===== config.mk =====
export PLATFORM = sky130hd
export DESIGN_NAME = rxw_sram_writer
export DESIGN_NICKNAME = d
export VERILOG_FILES = /design/src/rtl/rxw_idle_timer.sv /design/src/rtl/rxw_wptr.sv /design/src/rtl/rxw_status.sv /design/src/rtl/rxw_sram_writer.sv
export SDC_FILE = /design/constraint.sdc
export NUM_CORES = 1
export LEC_CHECK = 0
export BUFFER_PORTS_ARGS = -buffer_cell sky130_fd_sc_hd__buf_2
export CORE_ASPECT_RATIO = 2
export CORE_MARGIN = 1
export CORE_UTILIZATION = 60
export DETAILED_ROUTE_END_ITERATION = 8
export PLACE_DENSITY_LB_ADDON = 0.05
export RECOVER_POWER = 100
export SLEW_MARGIN = 20
export SYNTH_ARGS = -nofsm -noshare
export SYNTH_HDL_FRONTEND = slang
export SYNTH_SLANG_ARGS = --single-unit
export TNS_END_PERCENT = 5

===== constraint.sdc =====
create_clock -name clk -period 8.6 [get_ports clk]
set_input_delay 1.72 -clock clk [delete_from_list [all_inputs] [get_ports clk]]
set_output_delay 1.72 -clock clk [all_outputs]
set_load 0.005 [all_outputs]

===== src/rtl/rxw_idle_timer.sv =====
module rxw_idle_timer #(
  parameter int unsigned CNT_W = 8
) (
  input  logic             clk,
  input  logic             rst,
  input  logic             run,
  input  logic [CNT_W-1:0] limit,
  output logic             expire
);
  logic [CNT_W-1:0] cnt_q;

  assign expire = run && (cnt_q == limit);

  always_ff @(posedge clk) begin
    if (rst || !run || expire) cnt_q <= '0;
    else                       cnt_q <= cnt_q + 1'b1;
  end
endmodule


===== src/rtl/rxw_wptr.sv =====
module rxw_wptr #(
  parameter int unsigned ADDR_W = 9,
  parameter int unsigned LANE_W = 2
) (
  input  logic                   clk,
  input  logic                   rst,
  input  logic                   adv,
  input  logic [LANE_W:0]        adv_n,
  input  logic [ADDR_W-1:0]      span_last,
  output logic [ADDR_W+LANE_W:0] ptr
);
  localparam int unsigned OFF_W = ADDR_W + LANE_W;

  logic              phase_q;
  logic [ADDR_W-1:0] wofs_q;
  logic [LANE_W-1:0] lane_q;
  logic [LANE_W:0]   lane_sum;

  assign lane_sum = {1'b0, lane_q} + adv_n;
  assign ptr      = {phase_q, wofs_q, lane_q};

  always_ff @(posedge clk) begin
    if (rst) begin
      phase_q <= 1'b0;
      wofs_q  <= '0;
      lane_q  <= '0;
    end else if (adv) begin
      if (lane_sum[LANE_W]) begin
        lane_q <= '0;
        if (wofs_q == span_last) begin
          wofs_q  <= '0;
          phase_q <= ~phase_q;
        end else begin
          wofs_q <= wofs_q + 1'b1;
        end
      end else begin
        lane_q <= lane_sum[LANE_W-1:0];
      end
    end
  end

  logic unused_ok;
  assign unused_ok = ^{OFF_W};
endmodule


===== src/rtl/rxw_status.sv =====
module rxw_status #(
  parameter int unsigned ADDR_W = 9,
  parameter int unsigned LANE_W = 2,
  parameter int unsigned LVL_W  = 16
) (
  input  logic                   clk,
  input  logic                   rst,
  input  logic [ADDR_W+LANE_W:0] wptr,
  input  logic [ADDR_W+LANE_W:0] rptr,
  input  logic [ADDR_W-1:0]      span_last,
  input  logic [LVL_W-1:0]       lvl_thr,
  output logic                   full_now,
  output logic                   st_full,
  output logic                   st_empty,
  output logic                   irq_lvl,
  output logic                   irq_full
);
  localparam int unsigned OFF_W = ADDR_W + LANE_W;

  logic             same_word, ph_diff, empty_now;
  logic [LVL_W-1:0] woff, roff, size_b, level;

  assign same_word = wptr[OFF_W-1:LANE_W] == rptr[OFF_W-1:LANE_W];
  assign ph_diff   = wptr[OFF_W] ^ rptr[OFF_W];
  assign full_now  = same_word && ph_diff;
  assign empty_now = same_word && !ph_diff;

  assign woff   = LVL_W'(wptr[OFF_W-1:0]);
  assign roff   = LVL_W'(rptr[OFF_W-1:0]);
  assign size_b = LVL_W'(({1'b0, span_last} + 1'b1)) << LANE_W;
  assign level  = ph_diff ? (size_b - roff + woff) : (woff - roff);

  always_ff @(posedge clk) begin
    if (rst) begin
      st_full  <= 1'b0;
      st_empty <= 1'b1;
      irq_lvl  <= 1'b0;
      irq_full <= 1'b0;
    end else begin
      st_full  <= full_now;
      st_empty <= empty_now;
      irq_lvl  <= level > lvl_thr;
      irq_full <= full_now && !st_full;
    end
  end
endmodule


===== src/rtl/rxw_sram_writer.sv =====
module rxw_sram_writer #(
  parameter int unsigned ADDR_W     = 9,
  parameter int unsigned WORD_BYTES = 4,
  parameter int unsigned PTR_W      = 16,
  parameter int unsigned IDLE_W     = 8,
  parameter int unsigned LVL_W      = 16,
  localparam int unsigned DW        = WORD_BYTES * 8
) (
  input  logic              clk,
  input  logic              rst,
  input  logic              in_empty,
  input  logic [7:0]        in_data,
  output logic              in_pop,
  input  logic [PTR_W-1:0]  cfg_base,
  input  logic [PTR_W-1:0]  cfg_limit,
  input  logic [IDLE_W-1:0] cfg_idle,
  input  logic [LVL_W-1:0]  cfg_lvl,
  input  logic [PTR_W-1:0]  rd_ptr,
  output logic [PTR_W-1:0]  wr_ptr,
  output logic              sram_we,
  output logic [ADDR_W-1:0] sram_addr,
  output logic [DW-1:0]     sram_wdata,
  output logic              st_full,
  output logic              st_empty,
  output logic              irq_lvl,
  output logic              irq_full
);
  localparam int unsigned LANE_W = $clog2(WORD_BYTES);
  localparam int unsigned OFF_W  = ADDR_W + LANE_W;
  localparam int unsigned CNT_W  = LANE_W + 1;

  logic [ADDR_W-1:0] base_w, limit_w, span_last, cur_addr;
  logic [OFF_W:0]    ptr, rptr;
  logic [LANE_W-1:0] ptr_lane;
  logic [CNT_W-1:0]  cnt_q, lane_sum, adv_n;
  logic [DW-1:0]     hold_q, hold_ins;
  logic              full_now, word_done, flush, adv, idle_run;

  assign base_w    = cfg_base[OFF_W-1:LANE_W];
  assign limit_w   = cfg_limit[OFF_W-1:LANE_W];
  assign span_last = limit_w - base_w;
  assign rptr      = rd_ptr[OFF_W:0];
  assign wr_ptr    = PTR_W'(ptr);
  assign ptr_lane  = ptr[LANE_W-1:0];
  assign cur_addr  = base_w + ptr[OFF_W-1:LANE_W];

  // byte intake and lane placement
  assign in_pop    = !in_empty && !full_now;
  assign lane_sum  = {1'b0, ptr_lane} + cnt_q;
  assign word_done = in_pop && (lane_sum == CNT_W'(WORD_BYTES - 1));

  always_comb begin
    hold_ins = hold_q;
    hold_ins[{lane_sum[LANE_W-1:0], 3'b000} +: 8] = in_data;
  end

  // partial-word flush after an idle stretch
  assign idle_run = (cnt_q != '0) && in_empty && !full_now;

  rxw_idle_timer #(.CNT_W(IDLE_W)) idle_i (
    .clk    (clk),
    .rst    (rst),
    .run    (idle_run),
    .limit  (cfg_idle),
    .expire (flush)
  );

  assign adv   = word_done || flush;
  assign adv_n = word_done ? cnt_q + 1'b1 : cnt_q;

  rxw_wptr #(.ADDR_W(ADDR_W), .LANE_W(LANE_W)) wptr_i (
    .clk       (clk),
    .rst       (rst),
    .adv       (adv),
    .adv_n     (adv_n),
    .span_last (span_last),
    .ptr       (ptr)
  );

  rxw_status #(.ADDR_W(ADDR_W), .LANE_W(LANE_W), .LVL_W(LVL_W)) stat_i (
    .clk       (clk),
    .rst       (rst),
    .wptr      (ptr),
    .rptr      (rptr),
    .span_last (span_last),
    .lvl_thr   (cfg_lvl),
    .full_now  (full_now),
    .st_full   (st_full),
    .st_empty  (st_empty),
    .irq_lvl   (irq_lvl),
    .irq_full  (irq_full)
  );

  always_ff @(posedge clk) begin
    if (rst) begin
      cnt_q      <= '0;
      hold_q     <= '0;
      sram_we    <= 1'b0;
      sram_addr  <= '0;
      sram_wdata <= '0;
    end else begin
      sram_we <= 1'b0;
      if (in_pop) begin
        if (word_done) begin
          sram_we    <= 1'b1;
          sram_addr  <= cur_addr;
          sram_wdata <= hold_ins;
          hold_q     <= '0;
          cnt_q      <= '0;
        end else begin
          hold_q <= hold_ins;
          cnt_q  <= cnt_q + 1'b1;
        end
      end else if (flush) begin
        sram_we    <= 1'b1;
        sram_addr  <= cur_addr;
        sram_wdata <= hold_q;
        cnt_q      <= '0;
      end
    end
  end

  logic unused_cfg;
  assign unused_cfg = ^{cfg_base, cfg_limit, rd_ptr};
endmodule


== Word-level counts from Yosys, hierarchy flattened ==
Index checks and enable logic that the tools add are counted.

* Output and inout port bits: 63
* Flip-flop bits (word level): 101

* Magnitude comparators: 1
* Reductions and logical operators: 21
* Bitwise logic cells: 2
* Equality and inequality tests: 5
* Multiplexer cells: 18
* $add $sub $neg: 12
* Shift-type cells: 2

{| class="wikitable"
|+ Operators with widths
! cell !! count
|-
| 32-bit two-way mux || 4
|-
| 9-bit two-way mux || 4
|-
| 32-bit bitwise mux || 1
|-
| 8-bit by 7-bit variable shift with 32-bit output, first input constant || 1
|-
| 8-bit by 7-bit variable part select with 32-bit output || 1
|-
| 9-bit equality test || 2
|-
| 16-bit by 11-bit adder with 16-bit output || 1
|-
| 16-bit greater-than comparator || 1
|-
| 16-bit two-way mux || 1
|-
| 16-bit by 11-bit subtractor with 16-bit output || 1
|-
| 3-bit two-way mux || 4
|-
| 11-bit by 11-bit subtractor with 12-bit output || 1
|-
| 9-bit by 1-bit adder with 10-bit output, second input constant || 1
|-
| 9-bit by 1-bit adder with 9-bit output, second input constant || 1
|-
| 9-bit adder || 1
|-
| 9-bit subtractor || 1
|-
| 8-bit by 1-bit adder with 8-bit output, second input constant || 1
|-
| 8-bit equality test || 1
|-
| 1-bit logical AND || 8
|-
| 5-bit negator with 7-bit output || 1
|-
| 2-bit by 3-bit adder with 3-bit output || 2
|-
| 1-bit logical NOT || 5
|-
| 2-bit AND reduction || 2
|-
| 3-bit by 1-bit adder with 3-bit output, second input constant || 1
|-
| 10 further kinds || 14
|}

== Depth between registers and ports, before layout ==
* Word-level depth: 8
* Depth in mapped cells: 25

== Cells and area by module ==
A second synthesis with hierarchy kept.

* Cells, all modules: 843
* Area total of the unflattened synthesis: 7094.3 um^2

{| class="wikitable"
|+ By module, submodules not included
! module !! cells an instance !! area each (um^2) !! instances !! seq. area each (um^2)
|-
| rxw_sram_writer || 421 || 3742.3 || 1 || 1541.5
|-
| rxw_status || 299 || 2174.6 || 1 || 80.1
|-
| rxw_wptr || 75 || 703.2 || 1 || 240.2
|-
| rxw_idle_timer || 48 || 474.2 || 1 || 160.2
|}

== Worst setup path after synthesis ==
No wires, ideal clock.

* Kind: in2reg
* From: input port cfg_limit[2]
* To: register stat_i.irq_lvl
* Stages: 21
* Required time: 8461 ps
* Data arrival time: 6261 ps
* Path buffers: 0
* Setup slack: 2200 ps
* Path through: inv_1 -> ha_1 -> fa_1 -> nand2b_1 -> o2bb2ai_1 -> xnor2_1 -> or3_1 -> or4b_1 -> xnor2_1 -> fa_1 -> ha_1 -> or2_2 -> a21oi_1 -> a21oi_1 -> nand2b_1 -> a31oi_1 -> ha_1 -> nand2_1 -> nor2_1 -> a2111oi_0 -> a211oi_1

* Longest elaborated chain between the ends: 6

{| class="wikitable"
|+ RTL lines
! what !! line !! source
|-
| from (decl) || rxw_sram_writer.sv:15 || <nowiki>input logic [PTR_W-1:0] cfg_limit,</nowiki>
|-
| 9-bit subtractor || rxw_sram_writer.sv:41 || <nowiki>assign span_last = limit_w - base_w;</nowiki>
|-
| 9-bit by 1-bit adder with 10-bit output || rxw_status.sv:30 || <nowiki>assign size_b = LVL_W'(({1'b0, span_last} + 1'b1)) << LANE_W;</nowiki>
|-
| 16-bit by 11-bit subtractor with 16-bit output || rxw_status.sv:31 || <nowiki>assign level = ph_diff ? (size_b - roff + woff) : (woff - roff);</nowiki>
|-
| 16-bit by 11-bit adder with 16-bit output || rxw_status.sv:31 ||
|-
| 16-bit two-way mux || rxw_status.sv:31 ||
|-
| 16-bit greater-than comparator || rxw_status.sv:42 || <nowiki>irq_lvl <= level > lvl_thr;</nowiki>
|-
| to (signal assigned) || rxw_status.sv:42 ||
|-
| to (decl) || rxw_status.sv:15 || <nowiki>output logic irq_lvl,</nowiki>
|}

No other way between the ends.
A chain may end at the register's enable or synchronous reset.

== Final worst setup path ==
* From: input port rd_ptr[7]
* To: register wptr_i.wofs_q[1]

* Longest elaborated chain between the ends: 8

{| class="wikitable"
|+ RTL lines
! what !! line !! source
|-
| from (decl) || rxw_sram_writer.sv:18 || <nowiki>input logic [PTR_W-1:0] rd_ptr,</nowiki>
|-
| 9-bit equality test (*) || rxw_status.sv:23 || <nowiki>assign same_word = wptr[OFF_W-1:LANE_W] == rptr[OFF_W-1:LANE_W];</nowiki>
|-
| 1-bit logical AND (*) || rxw_status.sv:25 || <nowiki>assign full_now = same_word && ph_diff;</nowiki>
|-
| 1-bit logical NOT (*) || rxw_sram_writer.sv:48, rxw_sram_writer.sv:58 ||
|-
| 1-bit logical AND || rxw_sram_writer.sv:48 || <nowiki>assign in_pop = !in_empty && !full_now;</nowiki>
|-
| 1-bit logical AND || rxw_sram_writer.sv:50 || <nowiki>assign word_done = in_pop && (lane_sum == CNT_W'(WORD_BYTES - 1));</nowiki>
|-
| 3-bit two-way mux || rxw_sram_writer.sv:69 || <nowiki>assign adv_n = word_done ? cnt_q + 1'b1 : cnt_q;</nowiki>
|-
| 2-bit by 3-bit adder with 3-bit output || rxw_wptr.sv:19 || <nowiki>assign lane_sum = {1'b0, lane_q} + adv_n;</nowiki>
|-
| 2-bit AND reduction (no source line) (*) || - ||
|-
| to (signal assigned) || rxw_wptr.sv:34 || <nowiki>wofs_q <= wofs_q + 1'b1;</nowiki>
|-
| to (decl) || rxw_wptr.sv:15 || <nowiki>logic [ADDR_W-1:0] wofs_q;</nowiki>
|}

Mark *: on every way between the ends. The rest lies on a longest branch, timed or not.

==> flow_summary.ini <==
[synthesis]
ys_dominant_reg_cell = dfxtp_1
synth-simple-area-share = 0.214
synth_xor_xnor_area_share = 0.0885
async_flop_share = 0
synth_top_family_by_area = simple AND/OR/NAND/NOR gates
syn_inst = 841
synth-compound-area-share = 0.175
syn_area_sq_mm = 0.00698
ys.warnings.count = 0
synth_fa_ha_area_frac = 0.167
synth_edf_count = 0
synth.distinct_cells = 62
yosysSeqAreaShare = 0.290
synth-seq-cells = 101
synthMuxAreaShare = 0.0129
syn_avg_cell_area_sq_um = 8.30

[die]
start_util = 0.619
die_y_microns = 155
coreArea_sq_mm = 0.0113
fp.dieArea_sq_mm = 0.0121
die_w_microns = 78.3
ioPinCount = 146
num_rows = 55

[drt]
via_per_inst = 5.99
antenna_left = 0
wl_per_cell_microns = 17.0
dr_total_vias = 6543
drt-pass1-iter-count = 5
drt_wl_total_microns = 18600
drc_errors = 0
initialDrtViolationCount = 286

[global_routing]
grt_pass1_wl_microns = 29900
gr-total-overflow = 0
grt_usage = 0.312
antenna_found_initial = 0
grt_max_degree = 62
grt_pass1_vias = 6448

[pwr]
power_leakage_nw = 3.47
clkPwrFrac = 0.333
switching_share = 0.326
p_sw_mw = 0.422
p_int_mw = 0.872
peakVddDrop_uv = 172
power_density_mw_per_mm2 = 164
p_comb_frac = 0.295
pwr-share-seq = 0.371

[worst_setup_path]
cp.arrival_ns = 7.44
setup.worst_path.end = wptr_i.wofs_q[1]$_SDFFE_PP0P_
crit_path_start = rd_ptr[7]
rr_endpoint = wptr_i.wofs_q[1]$_SDFFE_PP0P_
cp-start-kind = input port
path_depth = 15
worstRegToRegCells = 13
endpoint_kind = register
reg2reg_from = wptr_i.wofs_q[6]$_SDFFE_PP0P_
cpMostUsedCell = ha_1
path_class = in2reg
ff2ff_setup_slack_ns = 2.21
path_cells = buf_2 -> inv_1 -> ha_1 -> and4_1 -> a41oi_1 -> nand2_1 -> ha_1 -> ha_1 -> inv_1 -> fa_1 -> xor2_1 -> o21ai_0 -> nand4_1 -> nor3_2 -> nor3_1
cpMaxStageDelayCell = o21ai_0
worstPathMaxFanout = 15
cp_top_family = compound AO/OA/AOI/OAI gates
crit_buf_inv = 3
worstPathRequired_ns = 8.80
cpPeakStageDelay_ns = 1.21

[timing]
setup_viol = 0
clock.fmax_ghz = 0.138
slew_viol_final = 67
period_share = 0.842
slew_headroom = -0.590
skew_ns = 0.0133
rsz0062_at_grt = false
worst_pin_slew_ns = 2.38
fin_tns_setup_ns = 0
hold_viol = 0
fin_crit_ns = 7.24

[outcome]
violations = capacitance limit, slew limit
outcome = finished, violations left

[hold_path]
min_from = stat_i.st_full$_SDFF_PP0_
worst_hold_path_type = reg2reg
whs_path_depth = 1

[final_layout]
antenna_cells = 0
finalNetCount = 1113
fin_util = 0.700
areaGrowthSynthToFinish_pct = 13.2
drive_gt1_frac = 0.124

[cts]
cts_made_buffers = 9
cts_hold_buf = 0
clk_path_buf_depth = 2
clock_sinks = 101
clk_pin_slew_ns = 0.07
cts_setup_buffers = 0
clk-insertion-delay-late_ns = 0.35
clockRootBuffer = clkbuf_16
ctsResizeCount = 0
cts_tree = done
cts-htree-levels = 3

[placed_design]
portBuffers = 123
hpwlAfterDp_microns = 14700
gp_congestion = 0.861

[flow_run]
maxCapViolCount = 2
## cells in the final DEF (no fill, tap or decap), types with 32 or more instances in the layout
cell      count
inv_1        54
a21oi_1      39
buf_2        90
nor2_1      123
a211oi_1     42
clkbuf_1     32
dfxtp_1     101
nand2_1      35
xor2_1       33
nor3_1       57
xnor2_1      35
ha_1         69
## logic make-up (layout without fill, tap and decap cells)
| group | count (synthesis) | count (layout) |
|---|---|---|
| AOI/OAI and AO/OA | 176 | 176 |
| other | 1 | 4 |
| xor gates and xnor gates | 69 | 69 |
| DFF | 101 | 101 |
| adders and majority gates | 84 | 84 |
| and+or+nand+nor | 312 | 312 |
| muxes | 9 | 9 |
| buffers and inverters | 89 | 196 |
## flip-flops by register name (all words and copies together) (netlist names)
| name | cells |
|---|---|
| hold_q | 32 |
| sram_wdata | 32 |
| sram_addr | 9 |
| wptr_i.wofs_q | 9 |
| idle_i.cnt_q | 8 |
| cnt_q | 3 |
| wptr_i.lane_q | 2 |
| sram_we | 1 |
| stat_i.irq_full | 1 |
| stat_i.irq_lvl | 1 |
| stat_i.st_empty | 1 |
| stat_i.st_full | 1 |
| wptr_i.phase_q | 1 |
## worst min-delay path by stage
stage                                       to  slack (ns)
detailed placement  stat_i.irq_full$_SDFF_PP0_        0.42
finish              stat_i.irq_full$_SDFF_PP0_        0.44
global placement    stat_i.irq_full$_SDFF_PP0_        0.43
global route        stat_i.irq_full$_SDFF_PP0_        0.46
floorplan           stat_i.irq_full$_SDFF_PP0_        0.42
CTS                 stat_i.irq_full$_SDFF_PP0_        0.43
## synth_stat cells (15+ instances only)
| cell | instances | area, sq um |
|---|---|---|
| nor3_1 | 57 | 285 |
| fa_1 | 15 | 300 |
| nand2_1 | 36 | 135 |
| xor2_1 | 33 | 289 |
| o21ai_0 | 22 | 110 |
| a22oi_1 | 24 | 180 |
| xnor2_1 | 35 | 307 |
| nand3_1 | 24 | 120 |
| ha_1 | 69 | 863 |
| inv_1 | 54 | 203 |
| dfxtp_1 | 101 | 2020 |
| nor2_1 | 123 | 462 |
| a211oi_1 | 42 | 315 |
| clkbuf_1 | 23 | 86.3 |
| a21oi_1 | 39 | 195 |
## layout make-up
class / count / area [sq um]
timing repair buffer: 126 / 593
inverter: 54 / 203
fill: 980 / 3380
multi-input combinational: 654 / 4590
clock buffer: 9 / 225
sequential: 101 / 2020
clock inverter: 7 / 95.1
tap: 142 / 178
## per-stage QoR
stage | instances | cell area, sq um | hold slack [ns] | setup slack, ns | total power, mW
global route | 1093 | 7900 | 0.460 | 0.862 | 1.36
detailed placement | 1077 | 7650 | 0.424 | 1.52 | 0.870
floorplan | 844 | 6990 | 0.422 | 2.20 | 0.771
finish | 1093 | 7900 | 0.444 | 1.36 | 1.29
global placement | 1077 | 7650 | 0.427 | 1.63 | 0.855
CTS | 1093 | 7970 | 0.434 | 1.86 | 1.30
## power groups by stage
stage	Sequential [mW]	Combinational [mW]	Clock, mW
after floorplan	0.491	0.280	0
after global placement	0.491	0.364	0
after detailed placement	0.491	0.378	0
after CTS	0.480	0.382	0.433
after global routing	0.481	0.424	0.452
final	0.481	0.382	0.431
## metal layers
layer / up-vias / share of wire / track usage
met2: 198 / 0.56 / 0.614
met1: 3087 / 0.35 / 0.301
li1: 3191 / - / -
met5: - / 0 / 0
met3: 67 / 0.032 / 0.0342
met4: 0 / 0.054 / 0.183
## worst reg2reg max path: stages (launching register included)
cell,delay (ns)
dfxtp_1,0.65
ha_1,0.41
and4_1,0.27
a41oi_1,0.96
nand2_1,0.40
ha_1,0.44
ha_1,0.14
inv_1,0.05
fa_1,0.41
xor2_1,0.18
o21ai_0,1.21
nand4_1,0.38
nor3_2,0.63
nor3_1,0.11
(Power assumes the default switching activity.)
